File: config.mk
export PLATFORM = sky130hd
export DESIGN_NAME = pwm_timer
export DESIGN_NICKNAME = d
export VERILOG_FILES = /design/src/rtl/pwm_timer_pkg.sv /design/src/rtl/pwm_timer_dp.sv /design/src/rtl/pwm_timer_ctrl.sv /design/src/rtl/pwm_timer.sv
export SDC_FILE = /design/constraint.sdc
export NUM_CORES = 1
export LEC_CHECK = 0
export ABC_AREA = 1
export BUFFER_PORTS_ARGS = -buffer_cell sky130_fd_sc_hd__buf_2
export CAP_MARGIN = 25
export CORE_ASPECT_RATIO = 1.4
export CORE_UTILIZATION = 50
export DETAILED_ROUTE_END_ITERATION = 10
export PLACE_DENSITY = 0.68
export SLEW_MARGIN = 10
export SYNTH_ARGS = -nofsm -noshare
export SYNTH_HDL_FRONTEND = slang
export SYNTH_SLANG_ARGS = --single-unit
File: constraint.sdc
create_clock -name clk -period 4.5 [get_ports clk]
set_input_delay 0.9 -clock clk [delete_from_list [all_inputs] [get_ports clk]]
set_output_delay 0.9 -clock clk [all_outputs]
set_load 0.01 [all_outputs]
File: src/rtl/pwm_timer_pkg.sv
package pwm_timer_pkg;

  typedef enum logic [2:0] {
    TOP_FULL, TOP_8B, TOP_9B, TOP_10B, TOP_CMPA, TOP_CAPT
  } topSrc_t;

  typedef enum logic [1:0] { LD_NOW, LD_TOP, LD_BOTTOM } loadPt_t;
  typedef enum logic [1:0] { OV_MAX, OV_TOP, OV_BOTTOM } ovfPt_t;
  typedef enum logic [1:0] { WAVE_NONE, WAVE_FAST, WAVE_DUAL } wave_t;

  typedef struct packed {
    topSrc_t topSrc;
    logic    dual;
    loadPt_t loadPt;
    ovfPt_t  ovfPt;
    wave_t   wave;
    logic    halt;
  } modeCfg_t;

  // Strobes from control to datapath
  typedef struct packed {
    logic inc;
    logic dec;
    logic clr;
    logic loadAct;
    logic wrThrough;
  } dpCtl_t;

  // Status from datapath to control
  typedef struct packed {
    logic atZero;
    logic atMax;
    logic atTop;
    logic pastTop;
    logic matchA;
    logic matchB;
  } dpStat_t;

  function automatic modeCfg_t decodeMode(input logic [3:0] m);
    modeCfg_t c;
    c = '{TOP_FULL, 1'b0, LD_NOW, OV_MAX, WAVE_NONE, 1'b0};
    case (m)
      4'd0:  c = '{TOP_FULL, 1'b0, LD_NOW,    OV_MAX,    WAVE_NONE, 1'b0};
      4'd1:  c = '{TOP_8B,   1'b1, LD_TOP,    OV_BOTTOM, WAVE_DUAL, 1'b0};
      4'd2:  c = '{TOP_9B,   1'b1, LD_TOP,    OV_BOTTOM, WAVE_DUAL, 1'b0};
      4'd3:  c = '{TOP_10B,  1'b1, LD_TOP,    OV_BOTTOM, WAVE_DUAL, 1'b0};
      4'd4:  c = '{TOP_CMPA, 1'b0, LD_NOW,    OV_MAX,    WAVE_NONE, 1'b0};
      4'd5:  c = '{TOP_8B,   1'b0, LD_BOTTOM, OV_TOP,    WAVE_FAST, 1'b0};
      4'd6:  c = '{TOP_9B,   1'b0, LD_BOTTOM, OV_TOP,    WAVE_FAST, 1'b0};
      4'd7:  c = '{TOP_10B,  1'b0, LD_BOTTOM, OV_TOP,    WAVE_FAST, 1'b0};
      4'd8:  c = '{TOP_CAPT, 1'b1, LD_BOTTOM, OV_BOTTOM, WAVE_DUAL, 1'b0};
      4'd9:  c = '{TOP_CMPA, 1'b1, LD_BOTTOM, OV_BOTTOM, WAVE_DUAL, 1'b0};
      4'd10: c = '{TOP_CAPT, 1'b1, LD_TOP,    OV_BOTTOM, WAVE_DUAL, 1'b0};
      4'd11: c = '{TOP_CMPA, 1'b1, LD_TOP,    OV_BOTTOM, WAVE_DUAL, 1'b0};
      4'd12: c = '{TOP_CAPT, 1'b0, LD_NOW,    OV_MAX,    WAVE_NONE, 1'b0};
      4'd13: c = '{TOP_FULL, 1'b0, LD_NOW,    OV_MAX,    WAVE_NONE, 1'b1};
      4'd14: c = '{TOP_CAPT, 1'b0, LD_BOTTOM, OV_TOP,    WAVE_FAST, 1'b0};
      default: c = '{TOP_CMPA, 1'b0, LD_BOTTOM, OV_TOP,  WAVE_FAST, 1'b0};
    endcase
    return c;
  endfunction

endpackage

File: src/rtl/pwm_timer_dp.sv
module pwm_timer_dp
  import pwm_timer_pkg::*;
#(
  parameter int CNT_W = 16
) (
  input  logic             clk,
  input  logic             rstN,
  input  dpCtl_t           ctl,
  input  topSrc_t          topSrc,
  input  logic             wrCmpA,
  input  logic             wrCmpB,
  input  logic             wrCapt,
  input  logic [CNT_W-1:0] wrData,
  output logic [CNT_W-1:0] cnt,
  output dpStat_t          stat
);

  localparam int CMP_N = 2;
  localparam logic [CNT_W-1:0] TOP_8  = CNT_W'((1 << 8) - 1);
  localparam logic [CNT_W-1:0] TOP_9  = CNT_W'((1 << 9) - 1);
  localparam logic [CNT_W-1:0] TOP_10 = CNT_W'((1 << 10) - 1);

  logic [CMP_N-1:0] wrCmp;
  logic [CNT_W-1:0] actAll [CMP_N];
  logic [CNT_W-1:0] captReg;
  logic [CNT_W-1:0] topVal;

  assign wrCmp = {wrCmpB, wrCmpA};

  // One buffered compare channel per register
  for (genvar ch = 0; ch < CMP_N; ch++) begin : g_cmp
    logic [CNT_W-1:0] bufVal;
    logic [CNT_W-1:0] actVal;
    always_ff @(posedge clk or negedge rstN) begin
      if (!rstN) begin
        bufVal <= '0;
        actVal <= '0;
      end else begin
        if (wrCmp[ch]) bufVal <= wrData;
        if (wrCmp[ch] && ctl.wrThrough) actVal <= wrData;
        else if (ctl.loadAct)           actVal <= bufVal;
      end
    end
    assign actAll[ch] = actVal;
  end

  always_ff @(posedge clk or negedge rstN) begin
    if (!rstN)       captReg <= '0;
    else if (wrCapt) captReg <= wrData;
  end

  always_comb begin
    case (topSrc)
      TOP_8B:   topVal = TOP_8;
      TOP_9B:   topVal = TOP_9;
      TOP_10B:  topVal = TOP_10;
      TOP_CMPA: topVal = actAll[0];
      TOP_CAPT: topVal = captReg;
      default:  topVal = '1;
    endcase
  end

  always_ff @(posedge clk or negedge rstN) begin
    if (!rstN)        cnt <= '0;
    else if (ctl.clr) cnt <= '0;
    else if (ctl.inc) cnt <= cnt + 1'b1;
    else if (ctl.dec) cnt <= cnt - 1'b1;
  end

  assign stat.atZero  = (cnt == '0);
  assign stat.atMax   = &cnt;
  assign stat.atTop   = (cnt == topVal);
  assign stat.pastTop = (cnt >= topVal);
  assign stat.matchA  = (cnt == actAll[0]);
  assign stat.matchB  = (cnt == actAll[1]);

  // a clear strobe always lands the counter on zero
  p_clear_lands_zero_r2: assert property (@(posedge clk) disable iff (!rstN)
    ctl.clr |=> (cnt == '0));

endmodule

File: src/rtl/pwm_timer_ctrl.sv
module pwm_timer_ctrl
  import pwm_timer_pkg::*;
(
  input  logic       clk,
  input  logic       rstN,
  input  logic       tick,
  input  logic [3:0] mode,
  input  logic [2:0] flagClr,
  input  dpStat_t    stat,
  output dpCtl_t     ctl,
  output topSrc_t    topSrc,
  output logic       pwmOut,
  output logic       ovfFlag,
  output logic [1:0] cmpFlag
);

  modeCfg_t cfg;
  logic     run;
  logic     dirUp;
  logic     ovfEvt;
  logic [1:0] matchEvt;

  assign cfg    = decodeMode(mode);
  assign topSrc = cfg.topSrc;
  assign run    = tick && !cfg.halt;

  always_comb begin
    ctl = '0;
    ctl.wrThrough = (cfg.loadPt == LD_NOW);
    ctl.loadAct   = run && (((cfg.loadPt == LD_TOP) && stat.atTop) ||
                            ((cfg.loadPt == LD_BOTTOM) && stat.atZero));
    if (run) begin
      if (!cfg.dual) begin
        if (stat.atTop) ctl.clr = 1'b1;
        else            ctl.inc = 1'b1;
      end else if (dirUp) begin
        if (stat.pastTop) ctl.dec = !stat.atZero;
        else              ctl.inc = 1'b1;
      end else begin
        if (stat.atZero) ctl.inc = !stat.atTop;
        else             ctl.dec = 1'b1;
      end
    end
  end

  always_ff @(posedge clk or negedge rstN) begin
    if (!rstN) dirUp <= 1'b1;
    else if (run && cfg.dual) begin
      if (dirUp && stat.pastTop)     dirUp <= 1'b0;
      else if (!dirUp && stat.atZero) dirUp <= 1'b1;
    end
  end

  always_comb begin
    case (cfg.ovfPt)
      OV_TOP:    ovfEvt = run && stat.atTop;
      OV_BOTTOM: ovfEvt = run && stat.atZero;
      default:   ovfEvt = run && stat.atMax;
    endcase
  end

  assign matchEvt = {run && stat.matchB, run && stat.matchA};

  always_ff @(posedge clk or negedge rstN) begin
    if (!rstN) begin
      ovfFlag <= 1'b0;
      cmpFlag <= '0;
    end else begin
      ovfFlag <= ovfEvt | (ovfFlag & ~flagClr[0]);
      cmpFlag <= matchEvt | (cmpFlag & ~flagClr[2:1]);
    end
  end

  always_ff @(posedge clk or negedge rstN) begin
    if (!rstN) pwmOut <= 1'b0;
    else begin
      case (cfg.wave)
        WAVE_FAST: begin
          if (matchEvt[1])            pwmOut <= 1'b0;
          else if (run && stat.atTop) pwmOut <= 1'b1;
        end
        WAVE_DUAL: if (matchEvt[1]) pwmOut <= !dirUp;
        default:   pwmOut <= 1'b0;
      endcase
    end
  end

  // the overflow flag only rises after a tick
  p_ovf_needs_tick_r6: assert property (@(posedge clk) disable iff (!rstN)
    $rose(ovfFlag) |-> $past(tick));

  // match flags only rise after a tick
  p_match_needs_tick_r7: assert property (@(posedge clk) disable iff (!rstN)
    ($rose(cmpFlag[0]) || $rose(cmpFlag[1])) |-> $past(tick));

  // a clear with no tick always drops the flag
  p_clear_wins_idle_r8: assert property (@(posedge clk) disable iff (!rstN)
    (flagClr[1] && !tick) |=> !cmpFlag[0]);

endmodule

File: src/rtl/pwm_timer.sv
module pwm_timer
  import pwm_timer_pkg::*;
#(
  parameter int CNT_W = 16
) (
  input  logic             clk,
  input  logic             rstN,
  input  logic             tick,
  input  logic [3:0]       mode,
  input  logic             wrCmpA,
  input  logic             wrCmpB,
  input  logic             wrCapt,
  input  logic [CNT_W-1:0] wrData,
  input  logic [2:0]       flagClr,
  output logic [CNT_W-1:0] count,
  output logic             pwmOut,
  output logic             ovfFlag,
  output logic             cmpAFlag,
  output logic             cmpBFlag
);

  dpCtl_t     ctl;
  dpStat_t    stat;
  topSrc_t    topSrc;
  logic [1:0] cmpFlag;

  pwm_timer_ctrl u_ctrl (
    .clk     (clk),
    .rstN    (rstN),
    .tick    (tick),
    .mode    (mode),
    .flagClr (flagClr),
    .stat    (stat),
    .ctl     (ctl),
    .topSrc  (topSrc),
    .pwmOut  (pwmOut),
    .ovfFlag (ovfFlag),
    .cmpFlag (cmpFlag)
  );

  pwm_timer_dp #(.CNT_W(CNT_W)) u_dp (
    .clk    (clk),
    .rstN   (rstN),
    .ctl    (ctl),
    .topSrc (topSrc),
    .wrCmpA (wrCmpA),
    .wrCmpB (wrCmpB),
    .wrCapt (wrCapt),
    .wrData (wrData),
    .cnt    (count),
    .stat   (stat)
  );

  assign cmpAFlag = cmpFlag[0];
  assign cmpBFlag = cmpFlag[1];

  // without a tick the count holds
  p_hold_no_tick_r2: assert property (@(posedge clk) disable iff (!rstN)
    !tick |=> $stable(count));

  // the fixed 8-bit fast ramp wraps after 0x00FF
  p_fast8_wrap_r4: assert property (@(posedge clk) disable iff (!rstN)
    (tick && mode == 4'd5 && count == CNT_W'(255)) |=> (count == '0));

  // fixed-TOP dual ramps move by exactly one per tick
  p_dual_step_r3: assert property (@(posedge clk) disable iff (!rstN)
    (tick && (mode == 4'd1 || mode == 4'd2 || mode == 4'd3)) |=>
      ((count == $past(count) + CNT_W'(1)) || (count == $past(count) - CNT_W'(1))));

  // reserved mode freezes the count
  p_reserved_hold_r11: assert property (@(posedge clk) disable iff (!rstN)
    (mode == 4'd13) |=> $stable(count));

  // no waveform in non-PWM modes
  p_pwm_idle_low_r11: assert property (@(posedge clk) disable iff (!rstN)
    (mode == 4'd0 || mode == 4'd4 || mode == 4'd12 || mode == 4'd13) |=> !pwmOut);

endmodule

==> run_results.csv <==
group,metric,value,unit
synth,synth.ff_latch_count,101,
timing,period_needed,4300,ps
setup_path,critPathLaunchType,"input port",
timing,hold_viol,0,
clock_tree,cts_root_buffer,"clkbuf_16",
die,die_y,134,um
synth,synthArstFlopShare,1.00,
synth,synth-main-ff-cell,"dfrtp_1",
timing,worst_pin_slew,635,ps
clock_tree,clk_pin_slew_worst_paths,70,ps
setup_path,critPathKind,"input port to flip-flop",
synth,synth_edf_count,0,
route,vias_per_cell,5.67,
grt,grt_pass1_vias,5608,
route,routedWlPerCell,17.5,um
clock_tree,cts_buffers,9,
clock_tree,worst_skew_pair.late_latency,350,ps
synth,synth.distinct_cells,48,
power_and_ir_drop,vdd_drop_max,0.000216,V
synth,syn_nets,839,
route,wl,17500,um
timing,skew,7.57,ps
timing,setup_viol,0,
clock_tree,clockBufferDepth,2,
grt,gr-total-overflow,0,
die,ios,49,
clock_tree,cts.htree.levels,3,
timing,fin_setup_tns,0,ps
grt,globalRouteTotalUtil,0.286,
cells_and_area,finish.net_count,910,
synth,ys_seq_area_frac,0.405,
die,core-area,12300,sq um
clock_tree,numClockSinks,101,
cells_and_area,stdcell_count,998,
route,vias,5661,
setup_path,critical_path_required,4780,ps
timing,fin_crit_sh,0.957,
synth,synth.avg_cell_area,8.10,sq um
setup_path,end_kind,"flip-flop",
route,drt_iter0_drc,276,
placement,hpwl,13200,um
placement,placed_cells,981,
die,design.die.area,13000,sq um
die,start_util,0.510,
route,postRouteAntennaNets,0,
power_and_ir_drop,cellLeakagePower,3.62,nW
grt,grt_pass1_wl,27800,um
grt,grt_max_degree,46,
clock_tree,post_cts_buffers,0,
outcome,status,"complete, no violations",
cells_and_area,area_growth,15.0,%
cells_and_area,drive_above_1_share,0.191,
grt,antenna_found_initial,0,
timing,rsz0062_at_grt,"yes",
worst_hold_path,hp-class,"flip-flop to flip-flop",
placement,gp_congestion,0.919,
route,first_pass_iters,5,
flow_run,max_cap_violations,0,
clock_tree,cts_tree,"done",
cells_and_area,antenna_cells,0,
route,drc,0,
setup_path,worstPathArrival,4580,ps
timing,slew_headroom,0.575,
die,die_w,96.5,um
timing,maxSlewViolCount,0,
die,placementRows,48,
synth,synthCells,772,
synth,synth_warnings,0,
power_and_ir_drop,p_per_area,610,nW/um^2
timing,max_freq,232,MHz
synth,netlist_area,6250,sq um
placement,io_buffers,48,
setup_path,critPathMaxFanout,11,
-- metal layers --
metal | part of all wire | global-route usage | vias up
met5 | 0 | 0 | -
met4 | 0.050 | 0.153 | 0
met3 | 0.040 | 0.0402 | 61
met2 | 0.51 | 0.493 | 186
met1 | 0.40 | 0.335 | 2694
li1 | - | - | 2720
-- synth_stat cells, types with 2 or more instances --
| cell | n | area [sq um] |
|---|---|---|
| nor2_2 | 6 | 37.5 |
| nand2_4 | 2 | 22.5 |
| nor3_1 | 8 | 40.0 |
| o21bai_1 | 2 | 15.0 |
| a2111oi_2 | 2 | 30.0 |
| nor2_1 | 38 | 143 |
| nand2_2 | 6 | 37.5 |
| a21oi_1 | 23 | 115 |
| dfrtp_1 | 100 | 2500 |
| o221ai_1 | 2 | 17.5 |
| nand3_1 | 21 | 105 |
| xor2_1 | 13 | 114 |
| a22oi_1 | 10 | 75.1 |
| nand4_1 | 8 | 50.1 |
| nor3_4 | 2 | 32.5 |
| or2_2 | 4 | 25.0 |
| o22ai_1 | 4 | 25.0 |
| buf_2 | 2 | 10.0 |
| nand2_1 | 206 | 773 |
| clkbuf_1 | 10 | 37.5 |
| o2111ai_1 | 3 | 26.3 |
| a221oi_1 | 12 | 105 |
| o21ai_2 | 8 | 70.1 |
| o21ai_1 | 23 | 115 |
| inv_1 | 82 | 308 |
| buf_6 | 5 | 56.3 |
| a21o_1 | 5 | 37.5 |
| nor4_1 | 4 | 25.0 |
| xnor2_1 | 12 | 105 |
| buf_4 | 2 | 15.0 |
| inv_2 | 8 | 30.0 |
| o21ai_0 | 71 | 355 |
| a31oi_1 | 2 | 12.5 |
| a21boi_0 | 2 | 15.0 |
| ha_1 | 37 | 463 |
| o31ai_1 | 2 | 15.0 |
| mux2_2 | 12 | 135 |
| nor2_4 | 3 | 33.8 |
-- kinds of logic after synthesis --
kind of cell    share of synthesized area
flops                               0.405
mux                                0.0216
simple gates                        0.218
buf+inv                            0.0737
xor+xnor                           0.0350
fa+ha+maj                          0.0773
compound gates                      0.170
-- placed cells by master (no fill, tap or decap), types with 10 or more instances in the layout --
| cell type | n |
|---|---|
| dfrtp_1 | 100 |
| o21ai_1 | 23 |
| buf_2 | 47 |
| o21ai_0 | 70 |
| inv_1 | 81 |
| a221oi_1 | 12 |
| nand3_1 | 21 |
| a21oi_1 | 21 |
| xor2_1 | 13 |
| nand2_1 | 206 |
| a22oi_1 | 10 |
| buf_4 | 31 |
| mux2_2 | 12 |
| nor2_1 | 36 |
| xnor2_1 | 12 |
| ha_1 | 35 |
-- stage by stage --
stage                     worst slack (ps)  total power, mW  area [sq um]  utilization  hold slack [ps]
final                                  196             4.38          7190        0.587              475
after global routing                 -26.3             4.71          7190        0.587              517
after CTS                              121             4.34          7120        0.581              477
after detailed placement              -250             3.51          6810        0.556              460
after global placement                -136             3.47          6810        0.556              459
after floorplan                       17.7             2.72          6260            -              443
-- layout make-up --
class / count / area [sq um]
clock buffers: 11 / 243
clock inverters: 5 / 66.3
fillers: 1139 / 5060
inverters: 90 / 338
multi-input cells: 562 / 3340
flip-flops and latches: 101 / 2530
well taps: 150 / 188
repair buffers: 79 / 488
-- registers in the layout (all words and copies together) (netlist names) --
| register | cells |
|---|---|
| u_ctrl.pwmOut | 1 |
| u_ctrl.ovfFlag | 1 |
| u_dp.captReg | 16 |
| u_ctrl.cmpFlag | 2 |
| u_dp.g_cmp.bufVal | 32 |
| u_dp.g_cmp.actVal | 32 |
| u_dp.cnt | 16 |
| u_ctrl.dirUp | 1 |
-- where the power goes --
part / total (mW) / internal [mW] / switching (mW)
Clock: 0.813 / 0.455 / 0.358
Sequential: 1.38 / 1.10 / 0.285
Combinational: 2.19 / 0.917 / 1.27
-- critical path, stage by stage --
cell      delay [ps]
buf_2            150
inv_2             90
nor2_2            50
nor2_2           150
inv_2            100
nor3_4           380
a221oi_1         120
ha_1             360
nand3_2          100
nor2_2           130
nand2_2           90
nor2_4           110
nor2_1            70
nand2_2           80
nand2_2           80
nand2_4          140
buf_4            190
ha_1             290
a21o_1           200
o21bai_1         150
a31oi_1          180
o31ai_2          110
buf_4            150
nand2_1           50
nand2_1           40
o21ai_1          110
-- path summary, 6_finish.rpt --
path | startpoint | end | slack, ps | cells past startpoint
min in group asynchronous | rstN | u_ctrl.pwmOut | 550 | 1
hold / removal | u_dp.g_cmp[1].bufVal[12] | u_dp.g_cmp[1].bufVal[12] | 470 | 2
setup reg to reg | u_dp.g_cmp[0].actVal[9] | u_dp.cnt[13] | 1010 | 22
max in group asynchronous | rstN | u_dp.g_cmp[1].actVal[7] | 3080 | 2
hold reg to reg | u_dp.g_cmp[1].bufVal[12] | u_dp.g_cmp[1].bufVal[12] | 470 | 2
setup / recovery | mode[3] | u_dp.cnt[13] | 200 | 26
-- what timing repair did --
item                       CTS  global route
hold buffers                 0             0
gates resized for setup      0            14
setup endpoints to repair    0             9
No activity file was read; power rests on OpenSTA's default activity.
